`src/rtl/sg_pkg.sv`:
```
package sg_pkg;

    localparam int SG_ADDR_W = 21;
    localparam int SG_SECT_W = 5;
    localparam int SG_GRP_W  = 3;

    typedef enum logic {
        OP_PROG  = 1'b0,
        OP_ERASE = 1'b1
    } sg_op_e;

    function automatic sg_op_e op_of(input logic erase_bit);
        return erase_bit ? OP_ERASE : OP_PROG;
    endfunction

endpackage

```
`src/rtl/sg_lock_bank.sv`:
```
module sg_lock_bank #(
    parameter int GRP_W  = 3,
    localparam int GROUPS = 1 << GRP_W
) (
    input  logic              clk,
    input  logic              rst,
    input  logic              we,
    input  logic [GRP_W-1:0]  idx,
    input  logic              val,
    output logic [GROUPS-1:0] locked
);
    for (genvar g = 0; g < GROUPS; g++) begin : g_bit
        always_ff @(posedge clk) begin
            if (rst)
                locked[g] <= 1'b0;
            else if (we && idx == GRP_W'(g))
                locked[g] <= val;
        end
    end
endmodule

```
`src/rtl/sg_sector_expand.sv`:
```
module sg_sector_expand #(
    parameter int SECT_W  = 5,
    parameter int GRP_W   = 3,
    localparam int SECTORS = 1 << SECT_W,
    localparam int GROUPS  = 1 << GRP_W,
    localparam int SPG     = SECTORS / GROUPS
) (
    input  logic [GROUPS-1:0]  locked,
    input  logic               tmp_unlock,
    output logic [SECTORS-1:0] blocked
);
    for (genvar s = 0; s < SECTORS; s++) begin : g_sect
        assign blocked[s] = locked[s / SPG] & ~tmp_unlock;
    end
endmodule

```
`src/rtl/sg_decide.sv`:
```
module sg_decide
    import sg_pkg::*;
#(
    parameter int ADDR_W  = 21,
    parameter int SECT_W  = 5,
    localparam int SECTORS = 1 << SECT_W
) (
    input  sg_op_e             op,
    input  logic [ADDR_W-1:0]  addr,
    input  logic [SECTORS-1:0] mask,
    input  logic               whole,
    input  logic               supply_lock,
    input  logic [SECTORS-1:0] blocked,
    output logic [SECTORS-1:0] grant
);
    logic [SECT_W-1:0]  sidx;
    logic [SECTORS-1:0] wanted;

    assign sidx = addr[ADDR_W-1 -: SECT_W];

    always_comb begin
        if (op == OP_PROG)
            wanted = {{(SECTORS-1){1'b0}}, 1'b1} << sidx;
        else if (whole)
            wanted = '1;
        else
            wanted = mask;
        grant = supply_lock ? '0 : (wanted & ~blocked);
    end
endmodule

```
`src/rtl/sector_guard.sv`:
```
module sector_guard
    import sg_pkg::*;
#(
    parameter int ADDR_W  = SG_ADDR_W,
    parameter int SECT_W  = SG_SECT_W,
    parameter int GRP_W   = SG_GRP_W,
    localparam int SECTORS = 1 << SECT_W
) (
    input  logic               clk,
    input  logic               rst,
    input  logic               req_valid,
    input  logic               req_erase,
    input  logic [ADDR_W-1:0]  req_addr,
    input  logic [SECTORS-1:0] req_mask,
    input  logic               req_whole,
    input  logic               tmp_unlock,
    input  logic               supply_lock,
    input  logic               lock_we,
    input  logic [GRP_W-1:0]   lock_grp,
    input  logic               lock_val,
    output logic               res_valid,
    output logic               res_allow,
    output logic [SECTORS-1:0] res_mask,
    output logic               res_empty
);
    localparam int GROUPS = 1 << GRP_W;

    logic [GROUPS-1:0]  locked;
    logic [SECTORS-1:0] blocked;
    logic [SECTORS-1:0] grant;

    sg_lock_bank #(.GRP_W(GRP_W)) u_bank (
        .clk(clk), .rst(rst), .we(lock_we), .idx(lock_grp),
        .val(lock_val), .locked(locked)
    );

    sg_sector_expand #(.SECT_W(SECT_W), .GRP_W(GRP_W)) u_expand (
        .locked(locked), .tmp_unlock(tmp_unlock), .blocked(blocked)
    );

    sg_decide #(.ADDR_W(ADDR_W), .SECT_W(SECT_W)) u_decide (
        .op(op_of(req_erase)), .addr(req_addr), .mask(req_mask),
        .whole(req_whole), .supply_lock(supply_lock),
        .blocked(blocked), .grant(grant)
    );

    always_ff @(posedge clk) begin
        if (rst) begin
            res_valid <= 1'b0;
            res_allow <= 1'b0;
            res_mask  <= '0;
            res_empty <= 1'b1;
        end else begin
            res_valid <= req_valid;
            if (req_valid) begin
                res_mask  <= grant;
                res_allow <= |grant;
                res_empty <= ~|grant;
            end
        end
    end
endmodule

```
`config.mk`:
```
export PLATFORM = sky130hd
export DESIGN_NAME = sector_guard
export DESIGN_NICKNAME = d
export VERILOG_FILES = /design/src/rtl/sg_pkg.sv /design/src/rtl/sg_lock_bank.sv /design/src/rtl/sg_sector_expand.sv /design/src/rtl/sg_decide.sv /design/src/rtl/sector_guard.sv
export SDC_FILE = /design/constraint.sdc
export NUM_CORES = 1
export LEC_CHECK = 0
export CAP_MARGIN = 30
export CORE_MARGIN = 2
export CORE_UTILIZATION = 57
export CTS_BUF_LIST = sky130_fd_sc_hd__clkbuf_16
export DETAILED_ROUTE_END_ITERATION = 10
export DONT_BUFFER_PORTS = 1
export PLACE_DENSITY = 0.72
export SLEW_MARGIN = 20
export SYNTH_ARGS = -nofsm -noshare
export SYNTH_HDL_FRONTEND = slang
export SYNTH_SLANG_ARGS = --single-unit
```
`constraint.sdc`:
```
create_clock -name clk -period 1.6 [get_ports clk]
set_input_delay 0.24 -clock clk [delete_from_list [all_inputs] [get_ports clk]]
set_output_delay 0.24 -clock clk [all_outputs]
set_load 0.02 [all_outputs]
```
* After elaboration in Yosys (flattened, before gate mapping)
Cells that the tools add are included.
** Storage, ports and cells
- Output and inout port bits :: 35
- Bits in latches :: 0
- Bits of input ports :: 65
- Memories :: 0
- ROM bits :: 0
- RAM bits :: 0
- Word-level logic and storage cells :: 46
- Register bits :: 43
** Operators by class
- Bitwise operators :: 11
- Eq/ne operators :: 7
- Shift operators :: 1
- Reduce and logical (&&, ||, !) cells :: 11
- Order comparisons :: 0
- Muxes and demuxes :: 4
- $mul :: 0
- Div/mod/pow operators :: 0
- Add/subtract/negate cells :: 0
** Operators by type and width (number)
- 32-bit 2-to-1 mux :: 3
- 32-bit AND :: 1
- 32-bit inverter :: 1
- 32-bit OR reduction :: 1
- 1-bit by 5-bit left shift with 32-bit output, first input constant :: 1
- 3-bit equality test, second input constant :: 4
- 1-bit AND :: 8
- 1-bit logical AND :: 8
- 3-bit by 2-bit equality test with 1-bit output, second input constant :: 2
- 3-bit by 1-bit equality test with 1-bit output, second input constant :: 1
- 3-bit zero test :: 1
- 1-bit zero test :: 1
- 1-bit 2-to-1 mux :: 1
- 1-bit inverter :: 1

* Logic depth before layout (Yosys ltp)
Gate-level depths: netlist of the first run.
- Depth in word-level cells :: 7
- Mapped depth :: 8
- Mapped depth without buffers :: 6

* Modules after synthesis
A second synthesis of the first run with hierarchy kept.
** Unflattened totals
- Cell total of the unflattened synthesis :: 311
- Area, all modules :: 2712.6 µm²
** By module, submodules not included
- sector_guard :: instances 1, area each 1298.7 µm², cells an instance 126, sequential area each 700.7 µm²
- sg_decide :: instances 1, area each 797.0 µm², cells an instance 119, sequential area each 0.0 µm²
- sg_lock_bank :: instances 1, area each 386.6 µm², cells an instance 34, sequential area each 160.2 µm²
- sg_sector_expand :: instances 1, area each 230.2 µm², cells an instance 32, sequential area each 0.0 µm²

* Least setup slack after synthesis of the first run
OpenSTA, ideal clock, no wires.
- Path type :: input to register
- Start point :: input req_addr[16]
- End point :: register res_empty
- Stages :: 7
- Setup slack :: -0.083 ns
- Arrival :: 1.561 ns
- Buffers on the path :: 1
- Required time :: 1.478 ns
- Library setup time :: 0.122 ns
- Cell sequence :: or3b_1 buf_2 nor4_2 nor4_1 o2111ai_2 nor4_1 a221o_1
** On the way
- Word-level cells in the longest chain between the ends :: 6
** RTL lines
- from (decl) :: RTL line sector_guard.sv:13 : input logic [ADDR_W-1:0] req_addr,
- 1-bit by 5-bit left shift with 32-bit output :: RTL line sg_decide.sv:23 : wanted = {{(SECTORS-1){1'b0}}, 1'b1} << sidx;
- 32-bit 2-to-1 mux :: RTL line sg_decide.sv:22 : if (op == OP_PROG)
- 32-bit AND :: RTL line sg_decide.sv:28 : grant = supply_lock ? '0 : (wanted & ~blocked);
- 32-bit 2-to-1 mux :: RTL line sg_decide.sv:28
- 32-bit OR reduction :: RTL line sector_guard.sv:58 : res_empty <= ~|grant;
- 1-bit zero test :: RTL line sector_guard.sv:58
- to (signal assigned) :: RTL line sector_guard.sv:58
- to (decl) :: RTL line sector_guard.sv:24 : output logic res_empty
Every way passes these cells.
A chain may end at the register's enable or synchronous reset.

* Final worst setup path of the first run
- Start point :: register u_bank.locked[7]
- End point :: register res_allow
** On the way
- Word-level cells in the longest chain between the ends :: 5
** RTL lines
- from (decl) :: RTL line sg_lock_bank.sv:10 : output logic [GROUPS-1:0] locked
- from (signal, indexed assignment) :: RTL line sg_lock_bank.sv:17 : locked[g] <= val;
- 1-bit AND :: RTL line sg_sector_expand.sv:13 : assign blocked[s] = locked[s / SPG] & ~tmp_unlock;
- 32-bit inverter :: RTL line sg_decide.sv:28
- 32-bit AND :: RTL line sg_decide.sv:28
- 32-bit 2-to-1 mux :: RTL line sg_decide.sv:28
- 32-bit OR reduction :: RTL line sector_guard.sv:57 : res_allow <= |grant;
- to (signal assigned) :: RTL line sector_guard.sv:57
- to (decl) :: RTL line sector_guard.sv:22 : output logic res_allow,
Every way passes these cells.

==> impl_metrics.ini, run 1 <==
[min_path]
worst_hold_startpoint = rst
hold_class = in -> reg

[clock_tree]
tritoncts = built
cts_sinks = 43
cts_root_buf = sky130_fd_sc_hd__clkbuf_16
clock_insertion_delay_worst_skew_ns = 0.29
tritoncts.num_buffers = 5
ctsHtreeMaxLevel = 2
max_buffers_root_to_sink = 2
cts_hold_buf = 0
clk_transition_reported_paths_ns = 0.07

[sta]
setup_viol = 2
worst_slew_pin_slew_ns = 0.468
slew_headroom = 0.685
max_freq_ghz = 0.563
tns_ns = -0.341
layout_min_cycle_time_ns = 1.78
drv_slew = 0
post-route-worst-setup-slack_ns = -0.176
clock-skew-final_ns = 0.00636
rsz0062_at_grt = true
fin_crit_sh = 1.11
hold_viol = 0

[critical_path]
critPathSlowestCell = sky130_fd_sc_hd__dfxtp_2
crit-reg2reg-launch = u_bank.locked[7]
worst-endpoint-required_ns = 1.76
timing.reg2reg.worst_path_depth = 7
r2r_end = res_allow
timing.setup.critical_path_class = reg -> reg
sort_of_element_at_the_start_of_the_critical_path = flip-flop
arrival_time_worst_endpoint_ns = 1.94
crit_path_start = u_bank.locked[7]
crit_path_max_fanout = 5
r2r_setup_slack_ns = -0.18
timing_endpoint_of_the_critical_path = res_allow
critical_path.cell_chain = nor2b_4 > buf_4 > nor3_1 > o41ai_2 > nand4_1 > nor4_2 > a211oi_1
cp_slowest_stage_delay_ns = 0.33
worst_setup_path_end_kind = flip-flop

[synthesis]
yosys_most_used_dff = sky130_fd_sc_hd__dfxtp_1
post_synth_inst_count = 342
netlist_top_cells_count = 48 x sky130_fd_sc_hd__nor2_1, 43 x sky130_fd_sc_hd__dfxtp_1, 37 x sky130_fd_sc_hd__o21ai_0
synth.yosys.seq_area_share = 0.334
synth-edff-count = 0
mean_post_synth_cell_area_um2 = 7.54
postSynthRegisterBits = 43
yosysMostFrequentCell = sky130_fd_sc_hd__nor2_1
ys_top_cells_by_area = sky130_fd_sc_hd__dfxtp_1 33%, sky130_fd_sc_hd__o21ai_0 7.2%, sky130_fd_sc_hd__nor2_1 7.0%
mappedNetlistNets = 407
synth_largest_type_area_fraction = 0.334
synth_area_mm2 = 0.00258
synth.lib_cells_used.distinct = 48
async_flop_share = 0
ys_warn_count = 0
synth_top_cell_by_area = sky130_fd_sc_hd__dfxtp_1

[power]
power.leakage_nw = 1.26
netSwitchingFraction = 0.280
comb_power_share = 0.178
share_clk_of_total_power = 0.379
p_total_w = 0.00266
switchingPower_w = 0.000747
peakVddDrop_mv = 0.449
p_int_w = 0.00192
cellPowerDensity_mw_per_mm2 = 804
seq_power_share = 0.442

[floorplan]
floorplan.core_area_mm2 = 0.00435
die_w_um = 71.3
design.portCount = 100
design.die.area_mm2 = 0.00508
fp.dieH_um = 71.3
num_rows = 24
effective_utilization_at_floorplan = 0.592

[routing]
routed-via-count = 2872
routed-wl-met2_um = 4110
drt-vias-per-instance = 6.53
post-route-drc-count = 0
drtAntennaViolNets = 0
detail_route.wirelength_um = 8680
drt_pre_antenna_iters = 5
drt_first_iter_violations = 239
routed-wl-met3_um = 799
detail_route.wirelength.met1_um = 3590
top_signal_layer_used = met4
routedWlPerCell_um = 19.7

[run_status]
status = finished, violations left
violations = setup timing

[placement]
place_congestion = 1.01
port_buffers = 0
postPlaceCellArea_mm2 = 0.00304
detailedPlace.worstSlack_ns = -0.293
detailed_placement_wirelength_estimate_um = 6260

[layout]
layout-drive-gt1-share = 0.268
number_of_filler_instances_in_the_final_layout = 329
postLayoutCoreUtil = 0.761
antenna-diode-count = 0
nets = 452
layout.cell_area.non_filler_mm2 = 0.00331
area_growth_from_synthesis_to_layout_pct = 28.5

[grt]
grt_usage = 0.344
grt_pass1_vias = 2779
global_route.overflow_total = 0
grt_antenna_before_repair = 0
grt_pass1_wl_um = 13700
grt_start_max_net_pins = 47

[job]
drv.max_cap_violation_count = 0
[sequential cells by signal (all words and copies together), names as in the netlist]
signal,count
res_mask,32
res_valid,1
u_bank.locked,8
res_empty,1
res_allow,1
[worst max-delay path, delay by kind of cell, from the launching register on]
family	cells	cell delay, ns
compound gates	2	0.44
buf+inv	1	0.14
flops	1	0.33
simple gates	4	0.74
[timing repair]
action                                  4_1_cts  5_1_grt
pin swaps                                     1        5
buffers inserted                              1        1
gates resized for setup                      17        4
endpoints found under the setup margin        2        2
[metal layers]
layer,track usage,up-vias
met5,0,-
li1,-,1327
met2,0.551,162
met1,0.453,1363
met4,0.132,0
met3,0.0788,20
[cell usage in the layout (no fill, tap or decap), types with 3 or more instances in the layout]
master                       n
sky130_fd_sc_hd__nor2_1     47
sky130_fd_sc_hd__o211ai_1   13
sky130_fd_sc_hd__or3b_1      3
sky130_fd_sc_hd__a22oi_1     4
sky130_fd_sc_hd__nand4b_1    3
sky130_fd_sc_hd__inv_1      13
sky130_fd_sc_hd__nand3_1    10
sky130_fd_sc_hd__dfxtp_1    41
sky130_fd_sc_hd__nor2b_4     4
sky130_fd_sc_hd__nand3b_1    3
sky130_fd_sc_hd__nor4_2      4
sky130_fd_sc_hd__clkbuf_16   5
sky130_fd_sc_hd__mux2i_1     9
sky130_fd_sc_hd__nor3b_2     4
sky130_fd_sc_hd__a211oi_1    3
sky130_fd_sc_hd__nor3_1      7
sky130_fd_sc_hd__nand4_1     4
sky130_fd_sc_hd__o21ai_0    33
sky130_fd_sc_hd__and3_1      6
sky130_fd_sc_hd__nor2b_1     3
sky130_fd_sc_hd__a21oi_1    34
sky130_fd_sc_hd__buf_4      61
sky130_fd_sc_hd__nand2b_1    8
sky130_fd_sc_hd__o21ai_1     5
sky130_fd_sc_hd__nand2_1    20
[kinds of logic (layout without fill, tap and decap cells)]
logic type,after synthesis,after routing,share of synthesized area
multiplexers,9,9,0.0349
flip-flops,43,43,0.334
AND/OR/NAND/NOR,139,139,0.286
buffers and inverters,39,85,0.0640
AO/OA/AOI/OAI,112,112,0.281
[through the flow]
stage / instances / hold WS, ns
floorplan: 342 / 0.452
global placement: 430 / 0.312
detailed placement: 430 / 0.315
CTS: 439 / 0.0169
global route: 440 / 0.0123
finish: 440 / 0.0155
[cell type report]
type | count | area [um2] | share of cell area
repair buffers | 63 | 489 | 0.148
clock inverters | 3 | 20.0 | 0.00604
flip-flops and latches | 43 | 863 | 0.261
multi-input cells | 260 | 1700 | 0.512
clock buffers | 5 | 125 | 0.0378
well taps | 52 | 65.1 | 0.0196
inverters | 14 | 52.6 | 0.0159
[power groups by stage]
stage               Sequential, W  Clock, W  Combinational [W]
floorplan                 0.00120         0           0.000298
global placement          0.00120         0           0.000436
detailed placement        0.00120         0           0.000439
CTS                       0.00118   0.00101           0.000457
global route              0.00118   0.00105           0.000516
finish                    0.00118   0.00101           0.000475
[how the worst min path moves through the flow]
stage | end | slack (ns) | cells after the start
floorplan | u_bank.locked[0] | 0.45 | 2
global placement | res_valid | 0.31 | 1
detailed placement | res_valid | 0.32 | 1
CTS | u_bank.locked[4] | 0.02 | 1
global route | res_mask[6] | 0.01 | 1
finish | u_bank.locked[4] | 0.02 | 1
No activity file was read; power rests on OpenSTA's default activity.
==> inputs of run 2 (changes only) <==
==> constraint.sdc (replaced) <==
create_clock -name clk -period 1.6 [get_ports clk]
set_input_delay 0.48 -clock clk [delete_from_list [all_inputs] [get_ports clk]]
set_output_delay 0.48 -clock clk [all_outputs]
set_load 0.02 [all_outputs]
==> impl_metrics.ini, run 2 (same netlist as run 1, synthesis figures left out) <==
[power]
netSwitchingFraction = 0.254
comb_power_share = 0.176
cellPowerDensity_mw_per_mm2 = 814
p_int_w = 0.00208
share_clk_of_total_power = 0.401
seq_power_share = 0.423
peakVddDrop_mv = 0.947
power.leakage_nw = 1.30
switchingPower_w = 0.000710
p_total_w = 0.00279

[sta]
fin_hold_ws_ns = 0.263
slew_headroom = 0.694
layout_min_cycle_time_ns = 1.79
fin_crit_sh = 1.12
clock-skew-final_ns = 0.00328
worst_slew_pin_slew_ns = 0.454
drv_slew = 0
max_freq_ghz = 0.559
rsz0062_at_grt = true
hold_viol = 0
setup_viol = 2
post-route-worst-setup-slack_ns = -0.189
tns_ns = -0.343

[run_status]
violations = setup timing
status = finished, violations left

[floorplan]
num_rows = 24
design.die.area_mm2 = 0.00508
fp.dieH_um = 71.3
die_w_um = 71.3
effective_utilization_at_floorplan = 0.592
design.portCount = 100
floorplan.core_area_mm2 = 0.00435

[min_path]
worstHoldPathCells = 1
hold_class = in -> reg

[routing]
routed-via-count = 2862
drtAntennaViolNets = 0
drt-vias-per-instance = 6.49
drt_pre_antenna_iters = 7
drt_first_iter_violations = 225
post-route-drc-count = 0
detail_route.wirelength_um = 8690
routedWlPerCell_um = 19.7

[critical_path]
sort_of_element_at_the_start_of_the_critical_path = flip-flop
r2r_setup_slack_ns = -0.19
worst_setup_path_end_kind = flip-flop
arrival_time_worst_endpoint_ns = 1.95
worst-endpoint-required_ns = 1.77
timing.reg2reg.worst_path_depth = 7
crit_path_max_fanout = 5
timing.setup.critical_path_class = reg -> reg

[clock_tree]
tritoncts.num_buffers = 5
max_buffers_root_to_sink = 2
cts_root_buf = sky130_fd_sc_hd__clkbuf_16
clock_insertion_delay_worst_skew_ns = 0.28
ctsHtreeMaxLevel = 2
tritoncts = built
cts_sinks = 43
clk_transition_reported_paths_ns = 0.06

[job]
drv.max_cap_violation_count = 0

[grt]
global_route.overflow_total = 0
grt_start_max_net_pins = 47
grt_usage = 0.335
grt_antenna_before_repair = 0
grt_pass1_vias = 2763
grt_pass1_wl_um = 13400

[placement]
detailed_placement_wirelength_estimate_um = 6240
port_buffers = 0
place_congestion = 1.01
postPlaceCellArea_mm2 = 0.00310

[layout]
layout.cells.most_common = sky130_fd_sc_hd__buf_4
antenna-diode-count = 0
layout-drive-gt1-share = 0.301
reg.largest.list = res_mask: 32 flops, u_bank.locked: 8 flops
nets = 453
layout.cell_area.non_filler_mm2 = 0.00343
max_reg_flops = 32
commonest_cells_after_routing_fill_and_taps_aside = 59 x sky130_fd_sc_hd__buf_4, 45 x sky130_fd_sc_hd__nor2_1, 41 x sky130_fd_sc_hd__dfxtp_1
postLayoutCoreUtil = 0.788
area_growth_from_synthesis_to_layout_pct = 33.0
register_bank_with_the_most_flops = res_mask
run 2: power by group through the flow:
| stage | sequential (W) | clock (W) | combinational [W] |
|---|---|---|---|
| after floorplan | 0.00120 | 0 | 0.000310 |
| after global placement | 0.00120 | 0 | 0.000441 |
| after CTS | 0.00118 | 0.00113 | 0.000461 |
| after detailed placement | 0.00120 | 0 | 0.000444 |
| final | 0.00118 | 0.00112 | 0.000492 |
| after global routing | 0.00118 | 0.00117 | 0.000534 |
run 2: path summary, 6_finish.rpt:
kind | start | endpoint
worst min register to register | u_bank.locked[3] | u_bank.locked[3]
worst max-delay path | u_bank.locked[3] | res_empty
worst min-delay path | rst | res_mask[6]
worst max register to register | u_bank.locked[3] | res_empty
run 2: repair_timing:
action | in CTS | in global routing
gates resized for setup | 17 | 22
endpoints found under the setup margin | 4 | 5
hold buffers | 0 | 0
buffers inserted | 1 | 5
pin swaps | 12 | 15
run 2: final cells by class:
class / instances / area, um2
clock buffer: 5 / 125
clock inverter: 3 / 38.8
fill: 315 / 925
inverter: 14 / 52.6
multi-input combinational: 260 / 1770
sequential: 43 / 863
tap: 52 / 65.1
timing repair buffer: 64 / 512
run 2: metrics by stage:
step | cells | setup slack (ns)
floorplan | 342 | -0.260
global placement | 432 | -0.536
detailed placement | 432 | -0.472
CTS | 438 | -0.176
global route | 441 | -0.275
finish | 441 | -0.189
run 2: per-layer routing:
| metal | vias up | GRT usage | routed length [um] |
|---|---|---|---|
| li1 | 1329 | - | - |
| met1 | 1343 | 0.436 | 3510 |
| met2 | 164 | 0.550 | 4080 |
| met3 | 26 | 0.0970 | 851 |
| met4 | 0 | 0.0839 | 240 |
| met5 | - | 0 | 0 |
run 2: critical path, cell delays in order (launching register included):
cell                        delay, ns
sky130_fd_sc_hd__dfxtp_1         0.30
sky130_fd_sc_hd__nor2b_2         0.14
sky130_fd_sc_hd__buf_4           0.15
sky130_fd_sc_hd__a2111oi_1       0.43
sky130_fd_sc_hd__o21bai_1        0.15
sky130_fd_sc_hd__o311ai_2        0.10
sky130_fd_sc_hd__nor4_2          0.08
sky130_fd_sc_hd__a221o_1         0.32
